## src/rtl/dma4_pkg.sv

```systemverilog
package dma4_pkg;
  typedef enum logic [2:0] {SQ_IDLE, SQ_ARB, SQ_ADR, SQ_STB, SQ_FIN} seq_t;

  localparam int MODE_W = 6;
  localparam int CMD_W  = 8;

  // transfer kinds, mode[1:0]
  localparam logic [1:0] XF_WRITE = 2'b01;
  localparam logic [1:0] XF_READ  = 2'b10;

  // mode and command bit positions
  localparam int MB_AUTO = 2;
  localparam int MB_DEC  = 3;
  localparam int CB_FAST = 0;
  localparam int CB_OFF  = 1;

  // register groups, cpu_addr[3:2]
  localparam logic [1:0] RG_ADDR = 2'd0;
  localparam logic [1:0] RG_CNT  = 2'd1;
  localparam logic [1:0] RG_MODE = 2'd2;
  localparam logic [1:0] RG_CTL  = 2'd3;
endpackage

```

## src/rtl/dma4_chan.sv

```systemverilog
module dma4_chan import dma4_pkg::*; #(
  parameter int AW = 16,
  parameter int CW = 16,
  parameter int DW = 16
) (
  input  logic              clk,
  input  logic              rst_n,
  input  logic              wr_addr,
  input  logic              wr_cnt,
  input  logic              wr_mode,
  input  logic [DW-1:0]     wdata,
  input  logic              step,
  input  logic              ending,
  output logic [MODE_W-1:0] mode,
  output logic [AW-1:0]     cur_addr,
  output logic [CW-1:0]     cur_cnt,
  output logic              last
);
  logic [AW-1:0] base_addr;
  logic [CW-1:0] base_cnt;

  assign last = (cur_cnt == '0);

  always_ff @(posedge clk) begin
    if (!rst_n) begin
      base_addr <= '0;
      base_cnt  <= '0;
      cur_addr  <= '0;
      cur_cnt   <= '0;
      mode      <= '0;
    end else begin
      if (wr_addr) begin
        base_addr <= wdata[AW-1:0];
        cur_addr  <= wdata[AW-1:0];
      end
      if (wr_cnt) begin
        base_cnt <= wdata[CW-1:0];
        cur_cnt  <= wdata[CW-1:0];
      end
      if (wr_mode) mode <= wdata[MODE_W-1:0];
      if (step) begin
        if (ending && mode[MB_AUTO]) begin
          cur_addr <= base_addr;
          cur_cnt  <= base_cnt;
        end else begin
          cur_addr <= mode[MB_DEC] ? cur_addr - 1'b1 : cur_addr + 1'b1;
          cur_cnt  <= cur_cnt - 1'b1;
        end
      end
    end
  end
endmodule

```

## src/rtl/dma4_arb.sv

```systemverilog
module dma4_arb #(
  parameter int NCH = 4,
  localparam int IW = (NCH > 1) ? $clog2(NCH) : 1
) (
  input  logic [NCH-1:0] req,
  output logic [IW-1:0]  idx,
  output logic           any
);
  assign any = |req;

  always_comb begin
    idx = '0;
    for (int i = NCH - 1; i >= 0; i--) begin
      if (req[i]) idx = IW'(i);
    end
  end
endmodule

```

## src/rtl/dma4_seq.sv

```systemverilog
module dma4_seq import dma4_pkg::*; (
  input  logic clk,
  input  logic rst_n,
  input  logic go,
  input  logic hlda,
  input  logic fast,
  input  logic eop_in,
  input  logic last,
  output logic hrq,
  output logic load,
  output logic active,
  output logic strobe,
  output logic finish,
  output logic terminate,
  output logic eop_drv
);
  seq_t st, nxt;
  logic eop_hit;

  always_comb begin
    nxt  = st;
    load = 1'b0;
    case (st)
      SQ_IDLE: if (go) nxt = SQ_ARB;
      SQ_ARB: begin
        if (!go) nxt = SQ_IDLE;
        else if (hlda) begin
          load = 1'b1;
          nxt  = fast ? SQ_STB : SQ_ADR;
        end
      end
      SQ_ADR:  nxt = SQ_STB;
      SQ_STB:  nxt = SQ_FIN;
      SQ_FIN:  nxt = SQ_ARB;
      default: nxt = SQ_IDLE;
    endcase
  end

  assign hrq       = (st != SQ_IDLE);
  assign active    = (st == SQ_ADR) || (st == SQ_STB) || (st == SQ_FIN);
  assign strobe    = (st == SQ_STB) || (st == SQ_FIN);
  assign finish    = (st == SQ_FIN);
  assign terminate = finish && (last || eop_hit || eop_in);
  assign eop_drv   = finish && last;

  always_ff @(posedge clk) begin
    if (!rst_n) begin
      st      <= SQ_IDLE;
      eop_hit <= 1'b0;
    end else begin
      st <= nxt;
      if (load) eop_hit <= 1'b0;
      else if (active && eop_in) eop_hit <= 1'b1;
    end
  end
endmodule

```

## src/rtl/dma4_ctrl.sv

```systemverilog
module dma4_ctrl import dma4_pkg::*; #(
  parameter int NCH = 4,
  parameter int AW  = 16,
  parameter int CW  = 16,
  parameter int DW  = 16,
  localparam int IW = (NCH > 1) ? $clog2(NCH) : 1
) (
  input  logic           clk,
  input  logic           rst_n,
  input  logic           cpu_we,
  input  logic           cpu_re,
  input  logic [3:0]     cpu_addr,
  input  logic [DW-1:0]  cpu_wdata,
  output logic [DW-1:0]  cpu_rdata,
  input  logic [NCH-1:0] dreq,
  output logic [NCH-1:0] dack,
  output logic           hrq,
  input  logic           hlda,
  output logic           bus_en,
  output logic [AW-1:0]  addr,
  output logic           memr,
  output logic           memw,
  output logic           ior,
  output logic           iow,
  input  logic           eop_in,
  output logic           eop_out
);
  logic [1:0]       grp;
  logic [IW-1:0]    sel;
  logic [NCH-1:0]   mask_q, swreq_q, tc_q, raw_req, eff_req;
  logic [CMD_W-1:0] cmd_q;
  logic [IW-1:0]    win_idx, ch_q;
  logic             any_req, go, load, active, strobe, finish, terminate;
  logic [MODE_W-1:0] mode_a  [NCH];
  logic [AW-1:0]     caddr_a [NCH];
  logic [CW-1:0]     ccnt_a  [NCH];
  logic [NCH-1:0]    last_v;
  logic [1:0]        xt;

  assign grp     = cpu_addr[3:2];
  assign sel     = cpu_addr[IW-1:0];
  assign raw_req = dreq | swreq_q;
  assign eff_req = raw_req & ~mask_q;
  assign go      = any_req && !cmd_q[CB_OFF];

  dma4_arb #(.NCH(NCH)) u_arb (.req(eff_req), .idx(win_idx), .any(any_req));

  dma4_seq u_seq (
    .clk(clk), .rst_n(rst_n), .go(go), .hlda(hlda), .fast(cmd_q[CB_FAST]),
    .eop_in(eop_in), .last(last_v[ch_q]), .hrq(hrq), .load(load),
    .active(active), .strobe(strobe), .finish(finish),
    .terminate(terminate), .eop_drv(eop_out)
  );

  for (genvar c = 0; c < NCH; c++) begin : g_ch
    dma4_chan #(.AW(AW), .CW(CW), .DW(DW)) u_chan (
      .clk(clk), .rst_n(rst_n),
      .wr_addr(cpu_we && grp == RG_ADDR && sel == IW'(c)),
      .wr_cnt (cpu_we && grp == RG_CNT  && sel == IW'(c)),
      .wr_mode(cpu_we && grp == RG_MODE && sel == IW'(c)),
      .wdata(cpu_wdata),
      .step(finish && ch_q == IW'(c)),
      .ending(terminate),
      .mode(mode_a[c]), .cur_addr(caddr_a[c]), .cur_cnt(ccnt_a[c]),
      .last(last_v[c])
    );
  end

  // transfer outputs
  assign xt     = mode_a[ch_q][1:0];
  assign bus_en = active;
  assign addr   = active ? caddr_a[ch_q] : '0;
  assign memr   = strobe && xt == XF_READ;
  assign iow    = strobe && xt == XF_READ;
  assign ior    = strobe && xt == XF_WRITE;
  assign memw   = strobe && xt == XF_WRITE;

  always_comb begin
    dack = '0;
    if (active) dack[ch_q] = 1'b1;
  end

  // control registers and channel latch
  always_ff @(posedge clk) begin
    if (!rst_n) begin
      mask_q  <= '1;
      swreq_q <= '0;
      cmd_q   <= '0;
      tc_q    <= '0;
      ch_q    <= '0;
    end else begin
      if (load) ch_q <= win_idx;
      if (cpu_we && grp == RG_CTL) begin
        case (cpu_addr[1:0])
          2'd0:    mask_q  <= cpu_wdata[NCH-1:0];
          2'd1:    swreq_q <= cpu_wdata[NCH-1:0];
          2'd2:    cmd_q   <= cpu_wdata[CMD_W-1:0];
          default: ;
        endcase
      end
      if (cpu_re && grp == RG_CTL && cpu_addr[1:0] == 2'd3) tc_q <= '0;
      if (terminate) begin
        tc_q[ch_q]    <= 1'b1;
        swreq_q[ch_q] <= 1'b0;
        if (!mode_a[ch_q][MB_AUTO]) mask_q[ch_q] <= 1'b1;
      end
    end
  end

  // register read
  always_comb begin
    cpu_rdata = '0;
    case (grp)
      RG_ADDR: cpu_rdata[AW-1:0]     = caddr_a[sel];
      RG_CNT:  cpu_rdata[CW-1:0]     = ccnt_a[sel];
      RG_MODE: cpu_rdata[MODE_W-1:0] = mode_a[sel];
      default: begin
        case (cpu_addr[1:0])
          2'd0:    cpu_rdata[NCH-1:0]   = mask_q;
          2'd1:    cpu_rdata[NCH-1:0]   = swreq_q;
          2'd2:    cpu_rdata[CMD_W-1:0] = cmd_q;
          default: cpu_rdata[2*NCH-1:0] = {raw_req, tc_q};
        endcase
      end
    endcase
  end
endmodule

```

## config.mk

```make
export PLATFORM = sky130hd
export DESIGN_NAME = dma4_ctrl
export DESIGN_NICKNAME = d
export VERILOG_FILES = /design/src/rtl/dma4_pkg.sv /design/src/rtl/dma4_chan.sv /design/src/rtl/dma4_arb.sv /design/src/rtl/dma4_seq.sv /design/src/rtl/dma4_ctrl.sv
export SDC_FILE = /design/constraint.sdc
export NUM_CORES = 1
export LEC_CHECK = 0
export BUFFER_PORTS_ARGS = -buffer_cell sky130_fd_sc_hd__buf_2
export CORE_ASPECT_RATIO = 1.1
export CORE_UTILIZATION = 40
export DETAILED_ROUTE_END_ITERATION = 8
export PLACE_DENSITY_LB_ADDON = 0.15
export SETUP_SLACK_MARGIN = 0.2
export SYNTH_ARGS = -nofsm -noshare
export SYNTH_HDL_FRONTEND = slang
export SYNTH_SLANG_ARGS = --single-unit
```

## constraint.sdc

```tcl
create_clock -name clk -period 6.1 [get_ports clk]
set_input_delay 0.915 -clock clk [delete_from_list [all_inputs] [get_ports clk]]
set_output_delay 0.915 -clock clk [all_outputs]
set_load 0.005 [all_outputs]
```

==> results of run 1 <==
-- power groups by stage --
stage / Sequential [uW] / Combinational, uW / Clock [uW]
CTS: 2060 / 389 / 2490
detailed placement: 2100 / 388 / 0
global route: 2060 / 423 / 2570
finish: 2060 / 394 / 2470
global placement: 2100 / 384 / 0
floorplan: 2080 / 272 / 0
-- critical path, delay by kind of cell --
family	cells	cell delay, ns
buf+inv	3	1.26
mux	2	1.01
-- cell type report --
cell class	count	area [um2]	share of cell area
clock inverter	14	228	0.0110
inverter	24	97.6	0.00472
multi-input combinational	1709	11800	0.570
clock buffer	52	1100	0.0534
tap	588	736	0.0356
sequential	306	6130	0.296
timing repair buffer	100	596	0.0288
-- stage by stage --
step                cell area, um2  worst slack, ns  total power, uW  instances
finish                       20700             1.98             4920       2793
global route                 20700             1.85             5050       2793
global placement             19300             1.99             2480       2727
floorplan                    18700             2.26             2360       2203
detailed placement           19300             1.98             2490       2727
CTS                          20700             1.98             4930       2793
-- cell usage after synthesis, types with 7 or more instances --
library cell / instances
o21ai_1: 12
a211oi_1: 12
o31ai_1: 9
o211ai_1: 10
nand4_1: 11
a221oi_1: 76
clkbuf_1: 119
ha_1: 61
and2_1: 21
a21boi_0: 24
o21bai_1: 7
buf_2: 13
a31oi_1: 16
dfxtp_1: 306
a21oi_1: 333
o22ai_1: 21
clkbuf_2: 8
o311ai_0: 7
mux2i_1: 119
o21a_1: 12
xnor2_1: 65
or3_1: 19
nor4_1: 8
a21o_1: 25
xor2_1: 31
buf_1: 16
or4_1: 7
inv_1: 23
nand2b_1: 17
nand2_1: 368
nor2_1: 120
nand3_1: 25
nor2b_1: 11
o21ai_0: 58
mux4_2: 64
a221oi_2: 12
and3_1: 14
nor3_1: 32
-- path summary, 6_finish.rpt --
path	start	endpoint	slack [ns]	depth (start not counted)
hold / removal	g_ch[3].u_chan.base_addr[15]	g_ch[3].u_chan.base_addr[15]	0.45	2
setup / recovery	cpu_addr[1]	cpu_rdata[2]	1.98	5
setup reg to reg	ch_q[1]	g_ch[0].u_chan.cur_addr[6]	2.21	8
hold reg to reg	g_ch[3].u_chan.base_addr[15]	g_ch[3].u_chan.base_addr[15]	0.45	2
-- registers in the layout (all words and copies together), names as in the netlist --
name,cells
g_ch.u_chan.base_addr,64
swreq_q,4
g_ch.u_chan.base_cnt,64
cmd_q,8
g_ch.u_chan.cur_cnt,64
mask_q,4
g_ch.u_chan.mode,24
tc_q,4
u_seq.st,3
g_ch.u_chan.cur_addr,64
u_seq.eop_hit,1
ch_q,2
-- cell families after synthesis --
family          synth area share
buf+inv                   0.0418
flops                      0.328
compound gates             0.228
simple gates               0.169
mux                        0.143
xor+xnor                  0.0451
fa+ha+maj                 0.0452
-- per-layer routing --
metal	wire length (um)	global-route usage	vias up	share of wire
li1	-	-	8050	-
met3	4990	0.0394	153	0.072
met4	3410	0.142	0	0.049
met5	0	0	-	0
met1	29400	0.380	8573	0.42
met2	31700	0.458	703	0.46
==> results.txt, run 1 <==
Clock Sinks: 306
Port Buffers: 72
starting density of the core: 0.408
Detailed Route WL: 69500 um
DR iter-0 viols: 1631
clk_lat worst skew: 0.57 ns
Total Routing Usage GR: 0.287
layout cells sized above 1: 0.125
Least-Margin Pin Slew: 1.21 ns
Unique masters post-synth: 82
Via density: 6.26
outcome: finished, final reports clean
die height: 229 um
Max Cap Violations: 0
count of state elements after synthesis: 306
clock-pin transition on the worst setup and hold timing paths: 0.06 ns
Final period util: 0.676
CP Class: in2out
Post-synth ARST share: 0
total grt overflow: 0
critical path peak fanout: 29
vias in the first global route: 16315
setup TNS: 0 ns
layout net count: 2273
EDFF count, synth: 0
core area: 0.0458 mm2
area of the mapped netlist: 0.0187 mm2
Util after Layout: 0.452
drt wl/cell: 24.9 um
post_cts resized: 0
Comb power frac: 0.080
CTS root buf: clkbuf_16
most frequent cells in the layout: nand2_1, a21oi_1, dfxtp_1
Worst VDD drop: 0.000200 V
Synth Flop Type: dfxtp_1
Data required, critical path: 5.18 ns
pins over their slew limit: 0
slowest stage cell, crit path: buf_2
Synth Area per Inst: 8.47 um2
area delta synth->final: 10.8%
post-detail-place hpwl: 48800 um
area of the die: 0.0475 mm2
Final ANT Viol Nets: 0
CP peak stage delay: 0.83 ns
Hold WC Path Type: reg2reg
first-pass GRT wire length: 103000 um
most common cell after layout, fill and taps aside: nand2_1
sequential area share after synthesis: 0.328
CTS tree: yes
RSZ-0062 raised after global routing: false
top post-synthesis cells by area: dfxtp_1, a21oi_1, mux4_2, nand2_1, mux2i_1
sequential share of power: 0.418
Net Sw Frac: 0.252
Placer Congestion: 0.946
crit start category: primary input
DR vias: 17479
skew final: 0.0158 ns
FMAX: 0.243 GHz
1st-pass router iterations: 6
synth warn: 0
Internal: 3680 uW
top-area cell type share of the netlist area: 0.328
pin count of the biggest net entering global routing: 138
total CTS buffers: 37
Cell Chain, Critical Path: buf_2 -> buf_12 -> mux4_2 -> mux4_2 -> buf_2
leakage power: 0.00827 uW
Cells after Synth: 2203
Final min period: 4.12 ns
Setup crit end kind: output pin
clk buf depth: 3
Ports: 73
# H-tree levels: 2
die width: 208 um
Final setup viols: 0
Switching Power: 1240 uW
drt drc: 0
Hold Vio Cnt, Final: 0
row count: 82
Worst Path Arrival: 3.21 ns
initial antenna violation count: 0
diode count: 0
area leader, netlist: dfxtp_1
Hold Buf Count CTS: 0
postcts setup bufs: 0
hold_ws: 0.453 ns
Fillers: 4487
Pwr Density: 238 mW/mm2
Mapped Nets: 2298
Max transition margin: 0.186
Clk pwr share: 0.502
Note: power is estimated with default switching activity, not from simulation.
==> run 2: changes to the inputs <==
==> constraint.sdc (replaced) <==
create_clock -name clk -period 4 [get_ports clk]
set_input_delay 0.6 -clock clk [delete_from_list [all_inputs] [get_ports clk]]
set_output_delay 0.6 -clock clk [all_outputs]
set_load 0.005 [all_outputs]
==> run 2 against run 1 <==
Combinational power is 56% higher; sequential share of layout area decreased by 0.091 points; clock-buffer cell count is 4 higher; clock skew up 0.0075 ns; die area is the same; register-to-register slack worse by 1.6 ns; via count about the same; worst setup slack got worse by 1.4 ns; total power up 47%; clock power grew 40%; highest routed layer unchanged.
==> results.txt, run 2 (same netlist as run 1, synthesis figures left out) <==
outcome: finished, final reports clean
Data required, critical path: 3.40 ns
Clk pwr share: 0.481
starting density of the core: 0.408
RSZ-0062 raised after global routing: false
Setup crit end kind: output pin
Net Sw Frac: 0.256
Max Cap Violations: 0
slowest stage cell, crit path: or4_1
critical path peak fanout: 6
Via density: 6.21
postcts setup bufs: 0
Clock Sinks: 306
CTS root buf: clkbuf_16
Switching Power: 1840 uW
drt wl/cell: 24.7 um
row count: 82
initial antenna violation count: 3
Hold Vio Cnt, Final: 0
total CTS buffers: 38
leakage power: 0.00832 uW
most frequent cells in the layout: nand2_1, a21oi_1, dfxtp_1
# H-tree levels: 2
sequential share of power: 0.435
Total Routing Usage GR: 0.288
critical path depth: 7
most common cell after layout, fill and taps aside: nand2_1
Hold Buf Count CTS: 0
post_cts resized: 0
worst path bufs/invs: 2
clk_lat worst skew: 0.57 ns
pin count of the biggest net entering global routing: 145
post-detail-place hpwl: 48900 um
clk buf depth: 3
Internal: 5370 uW
hold_ws: 0.393 ns
CP peak stage delay: 0.58 ns
Detailed Route WL: 69500 um
Port Buffers: 72
Final ANT Viol Nets: 0
layout cells sized above 1: 0.130
die height: 229 um
pins over their slew limit: 0
Final min period: 3.39 ns
total grt overflow: 0
core area: 0.0458 mm2
first-pass GRT wire length: 104000 um
CTS tree: yes
skew final: 0.0233 ns
Final setup viols: 0
Max transition margin: 0.259
area of the die: 0.0475 mm2
DP Area: 0.0195 mm2
Pwr Density: 348 mW/mm2
Comb power frac: 0.085
Worst VDD drop: 0.000316 V
area delta synth->final: 11.1%
r2r worst-path depth: 10
vias in the first global route: 16540
DR vias: 17485
Worst Path Arrival: 2.79 ns
CP Class: reg2out
cell family with most CP delay: simple AND/OR/NAND/NOR gates
drt drc: 0
FMAX: 0.295 GHz
layout net count: 2296
1st-pass router iterations: 8
clock-pin transition on the worst setup and hold timing paths: 0.06 ns
Hold WC Path Type: in2reg
Hold Path Depth: 3
Ports: 73
Fillers: 4523
setup TNS: 0 ns
Cell Chain, Critical Path: inv_1 -> ha_1 -> nor3b_2 -> nand4b_1 -> or4_1 -> a31oi_1 -> buf_2
crit start category: flip-flop
Least-Margin Pin Slew: 1.11 ns
die width: 208 um
DR iter-0 viols: 1684
Final period util: 0.847
Final Cell Area: 0.0207 mm2
Placer Congestion: 0.945
-- run 2: cell count changes in the layout (fill, tap and decap cells not counted), sizes merged --
cell	before	now
diode	0	2
clkbuf	52	56
bufinv	6	3
buf	100	122
clkinv	7	5
-- run 2: metal layers --
metal,track usage,part of all wire
met5,0,0
met4,0.166,0.057
met3,0.0692,0.086
met2,0.446,0.44
met1,0.366,0.41
-- run 2: worst paths after layout --
| check | from | end | slack [ns] |
|---|---|---|---|
| min reg2reg | g_ch[3].u_chan.base_addr[7] | g_ch[3].u_chan.base_addr[7] | 0.45 |
| max reg2reg | g_ch[1].u_chan.cur_cnt[0] | g_ch[2].u_chan.cur_cnt[11] | 0.63 |
| max | g_ch[1].u_chan.cur_cnt[0] | eop_out | 0.61 |
| min | eop_in | u_seq.eop_hit | 0.39 |
-- run 2: cell type report --
cell class	instances	area (um2)	share of cell area
multi-input cells	1709	11800	0.568
diodes	2	5.00	0.000241
inverters	24	97.6	0.00471
clock inverters	9	124	0.00597
well taps	588	736	0.0355
flip-flops and latches	306	6130	0.295
clock buffers	56	1090	0.0525
repair buffers	122	773	0.0373
-- run 2: tightest hold or removal path: cells and delay by family --
kind	cells	cell delay [ns]
simple gates	1	0.05
buf+inv	1	0.13
compound gates	1	0.12
-- run 2: stage by stage --
stage               power [uW]  utilization  worst slack [ns]  std cells
floorplan                 3590            -             0.790       2203
global placement          3790        0.427             0.717       2749
detailed placement        3800        0.427             0.658       2749
CTS                       7240        0.453             0.588       2814
global route              7430        0.453             0.394       2814
finish                    7210        0.453             0.610       2816
-- run 2: power groups by stage --
stage	logic, uW	clock network (uW)	registers, uW
finish	613	3470	3130
global route	654	3640	3140
CTS	603	3500	3130
detailed placement	600	0	3200
global placement	594	0	3200
floorplan	415	0	3180
==> run 3: changes to the inputs <==
--- a/config.mk
+++ b/config.mk
@@ -5,6 +5,7 @@
 export SDC_FILE = /design/constraint.sdc
 export NUM_CORES = 1
 export LEC_CHECK = 0
+export ABC_AREA = 1
 export BUFFER_PORTS_ARGS = -buffer_cell sky130_fd_sc_hd__buf_2
 export CORE_ASPECT_RATIO = 1.1
 export CORE_UTILIZATION = 40
==> constraint.sdc (replaced) <==
create_clock -name clk -period 3.4 [get_ports clk]
set_input_delay 0.51 -clock clk [delete_from_list [all_inputs] [get_ports clk]]
set_output_delay 0.51 -clock clk [all_outputs]
set_load 0.005 [all_outputs]
==> run 3 against run 2 <==
Sequential power increased by 20%; design area increased by 5.9%; final cell count increased by 31%; clock power increased by 18%; first-iteration DRC count increased by 52%; worst hold slack got worse by 0.14 ns; via count increased by 23%; total power increased by 23%; synthesized cell count increased by 38%; wire length increased by 18%; largest power group unchanged.
==> results.txt, run 3 <==
layout cells sized above 1: 0.0773
Final min period: 3.20 ns
Placer Congestion: 1.03
pins over their slew limit: 0
area delta synth->final: 11.6%
Max transition margin: 0.126
1st-pass router iterations: 5
crit start category: flip-flop
Worst VDD drop: 0.000372 V
row count: 84
Synth top cells by count: nand2_1, inv_1, a21oi_1
Max Cap Violations: 0
CTS tree: yes
Mapped Nets: 3126
vias in the first global route: 19739
Cells after Synth: 3031
CP Class: reg2out
die width: 214 um
cell family with most CP delay: buffers and inverters
post-detail-place hpwl: 59000 um
area of the die: 0.0501 mm2
Post-synth ARST share: 0
area of the mapped netlist: 0.0197 mm2
Unique masters post-synth: 41
starting density of the core: 0.409
Hold WC Path Type: in2reg
EDFF count, synth: 0
Setup crit end kind: output pin
area leader, netlist: dfxtp_1
CP peak stage delay: 0.59 ns
register area: 0.00613 mm2
leakage power: 0.00956 uW
critical path peak fanout: 19
R2R Setup Slk: 0.43 ns
skew final: 0.0194 ns
drt drc: 0
Worst Path Arrival: 2.69 ns
first-pass GRT wire length: 123000 um
most common cell after layout, fill and taps aside: nand2_1
drt wl/cell: 22.2 um
Final ANT Viol Nets: 0
Cell Chain, Critical Path: inv_1 -> nand2_1 -> clkinv_1 -> buf_4 -> a221oi_1 -> nor2_1 -> buf_2
most frequent cells in the layout: nand2_1, inv_1, a21oi_1
setup TNS: 0 ns
synth warn: 0
Util after Layout: 0.456
Synth Area per Inst: 6.49 um2
worst path bufs/invs: 4
Hold Vio Cnt, Final: 0
total CTS buffers: 37
Detailed Route WL: 82100 um
FMAX: 0.313 GHz
most common cell in the netlist: nand2_1
Final period util: 0.941
outcome: finished, final reports clean
layout net count: 3123
clk buf depth: 3
CTS root buf: clkbuf_16
count of state elements after synthesis: 306
Clock Sinks: 306
Synth Flop Type: dfxtp_1
Total Routing Usage GR: 0.324
Data required, critical path: 2.89 ns
RSZ-0062 raised after global routing: true
post-route insts no fill: 3699
DR vias: 21538
clk_lat worst skew: 0.57 ns
initial antenna violation count: 0
# H-tree levels: 2
Ports: 73
slowest stage cell, crit path: a221oi_1
clock-pin transition on the worst setup and hold timing paths: 0.06 ns
Final setup viols: 0
Via density: 5.82
diode count: 0
total grt overflow: 0
core area: 0.0481 mm2
top post-synthesis cells by area: dfxtp_1, a21oi_1, nand2_1, o21ai_0, inv_1
pin count of the biggest net entering global routing: 134
Port Buffers: 72
multi-input logic area: 0.0114 mm2
Least-Margin Pin Slew: 1.31 ns
Fillers: 5202
DR iter-0 viols: 2559
Hold Buf Count CTS: 0
top-area cell type share of the netlist area: 0.311
die height: 235 um
Pwr Density: 404 mW/mm2
placed cells: 3633
sequential area share after synthesis: 0.311
[run 3: cell types whose count changed in the layout (fill, tap and decap cells not counted), moves of 24 or more]
cell | before | now
a21boi_0 | 24 | 0
a21oi_1 | 333 | 365
xnor2_1 | 65 | 39
o221ai_1 | 4 | 28
inv_1 | 23 | 382
nand4_1 | 11 | 143
nor2_1 | 117 | 310
nand3_1 | 25 | 196
a22oi_1 | 2 | 36
nand2_1 | 368 | 439
mux4_2 | 64 | 0
mux2i_1 | 119 | 0
o21ai_0 | 58 | 327
a221oi_1 | 76 | 16
[run 3: cell type report]
class | count | area share
multi-input cells | 2139 | 0.518
flip-flops and latches | 306 | 0.279
inverters | 400 | 0.0684
clock buffers | 58 | 0.0509
repair buffers | 144 | 0.0436
well taps | 645 | 0.0367
clock inverters | 7 | 0.00404
[run 3: path summary, 6_finish.rpt]
kind	startpoint	end	depth (start not counted)
max reg2reg	ch_q[1]	g_ch[0].u_chan.cur_cnt[10]	8
min	hlda	u_seq.st[0]	4
min reg2reg	g_ch[3].u_chan.base_addr[11]	g_ch[3].u_chan.base_addr[11]	2
max	ch_q[1]	addr[12]	7
[run 3: report_power, final]
group,internal (uW),switching (uW)
registers,3660,82.9
clock network,2410,1670
logic,314,736
[run 3: cells by family after synthesis]
family	synth area share
fa+ha+maj	0.0428
compound gates	0.236
simple gates	0.256
buf+inv	0.113
flops	0.311
xor+xnor	0.0405
[run 3: worst reg2reg max path, delay by kind of cell, from the launching register on]
kind	cells	cell delay (ns)
flops	1	0.54
buf+inv	3	0.81
simple gates	3	1.17
compound gates	2	0.34
[run 3: through the flow]
step | setup slack (ns) | total power (uW) | hold WS, ns | instance area [um2]
after floorplan | 1.10 | 4460 | 0.430 | 19700
after global placement | 0.467 | 4830 | 0.438 | 20700
after detailed placement | 0.424 | 4840 | 0.443 | 20700
after CTS | 0.211 | 8900 | 0.237 | 21900
after global routing | 0.163 | 9160 | 0.257 | 22000
final | 0.201 | 8870 | 0.258 | 22000
[run 3: metal layers]
| metal | wire [um] | part of all wire | up-vias | GRT usage |
|---|---|---|---|---|
| met1 | 35300 | 0.43 | 10115 | 0.442 |
| met5 | 0 | 0 | - | 0 |
| met2 | 35300 | 0.43 | 988 | 0.482 |
| li1 | - | - | 10238 | - |
| met3 | 7020 | 0.086 | 197 | 0.0623 |
| met4 | 4440 | 0.054 | 0 | 0.164 |
[run 3: what timing repair did]
item,4_1_cts,5_1_grt
pin swaps,0,1
buffers inserted,0,1
gates resized for setup,1,2
setup endpoints to repair,1,8
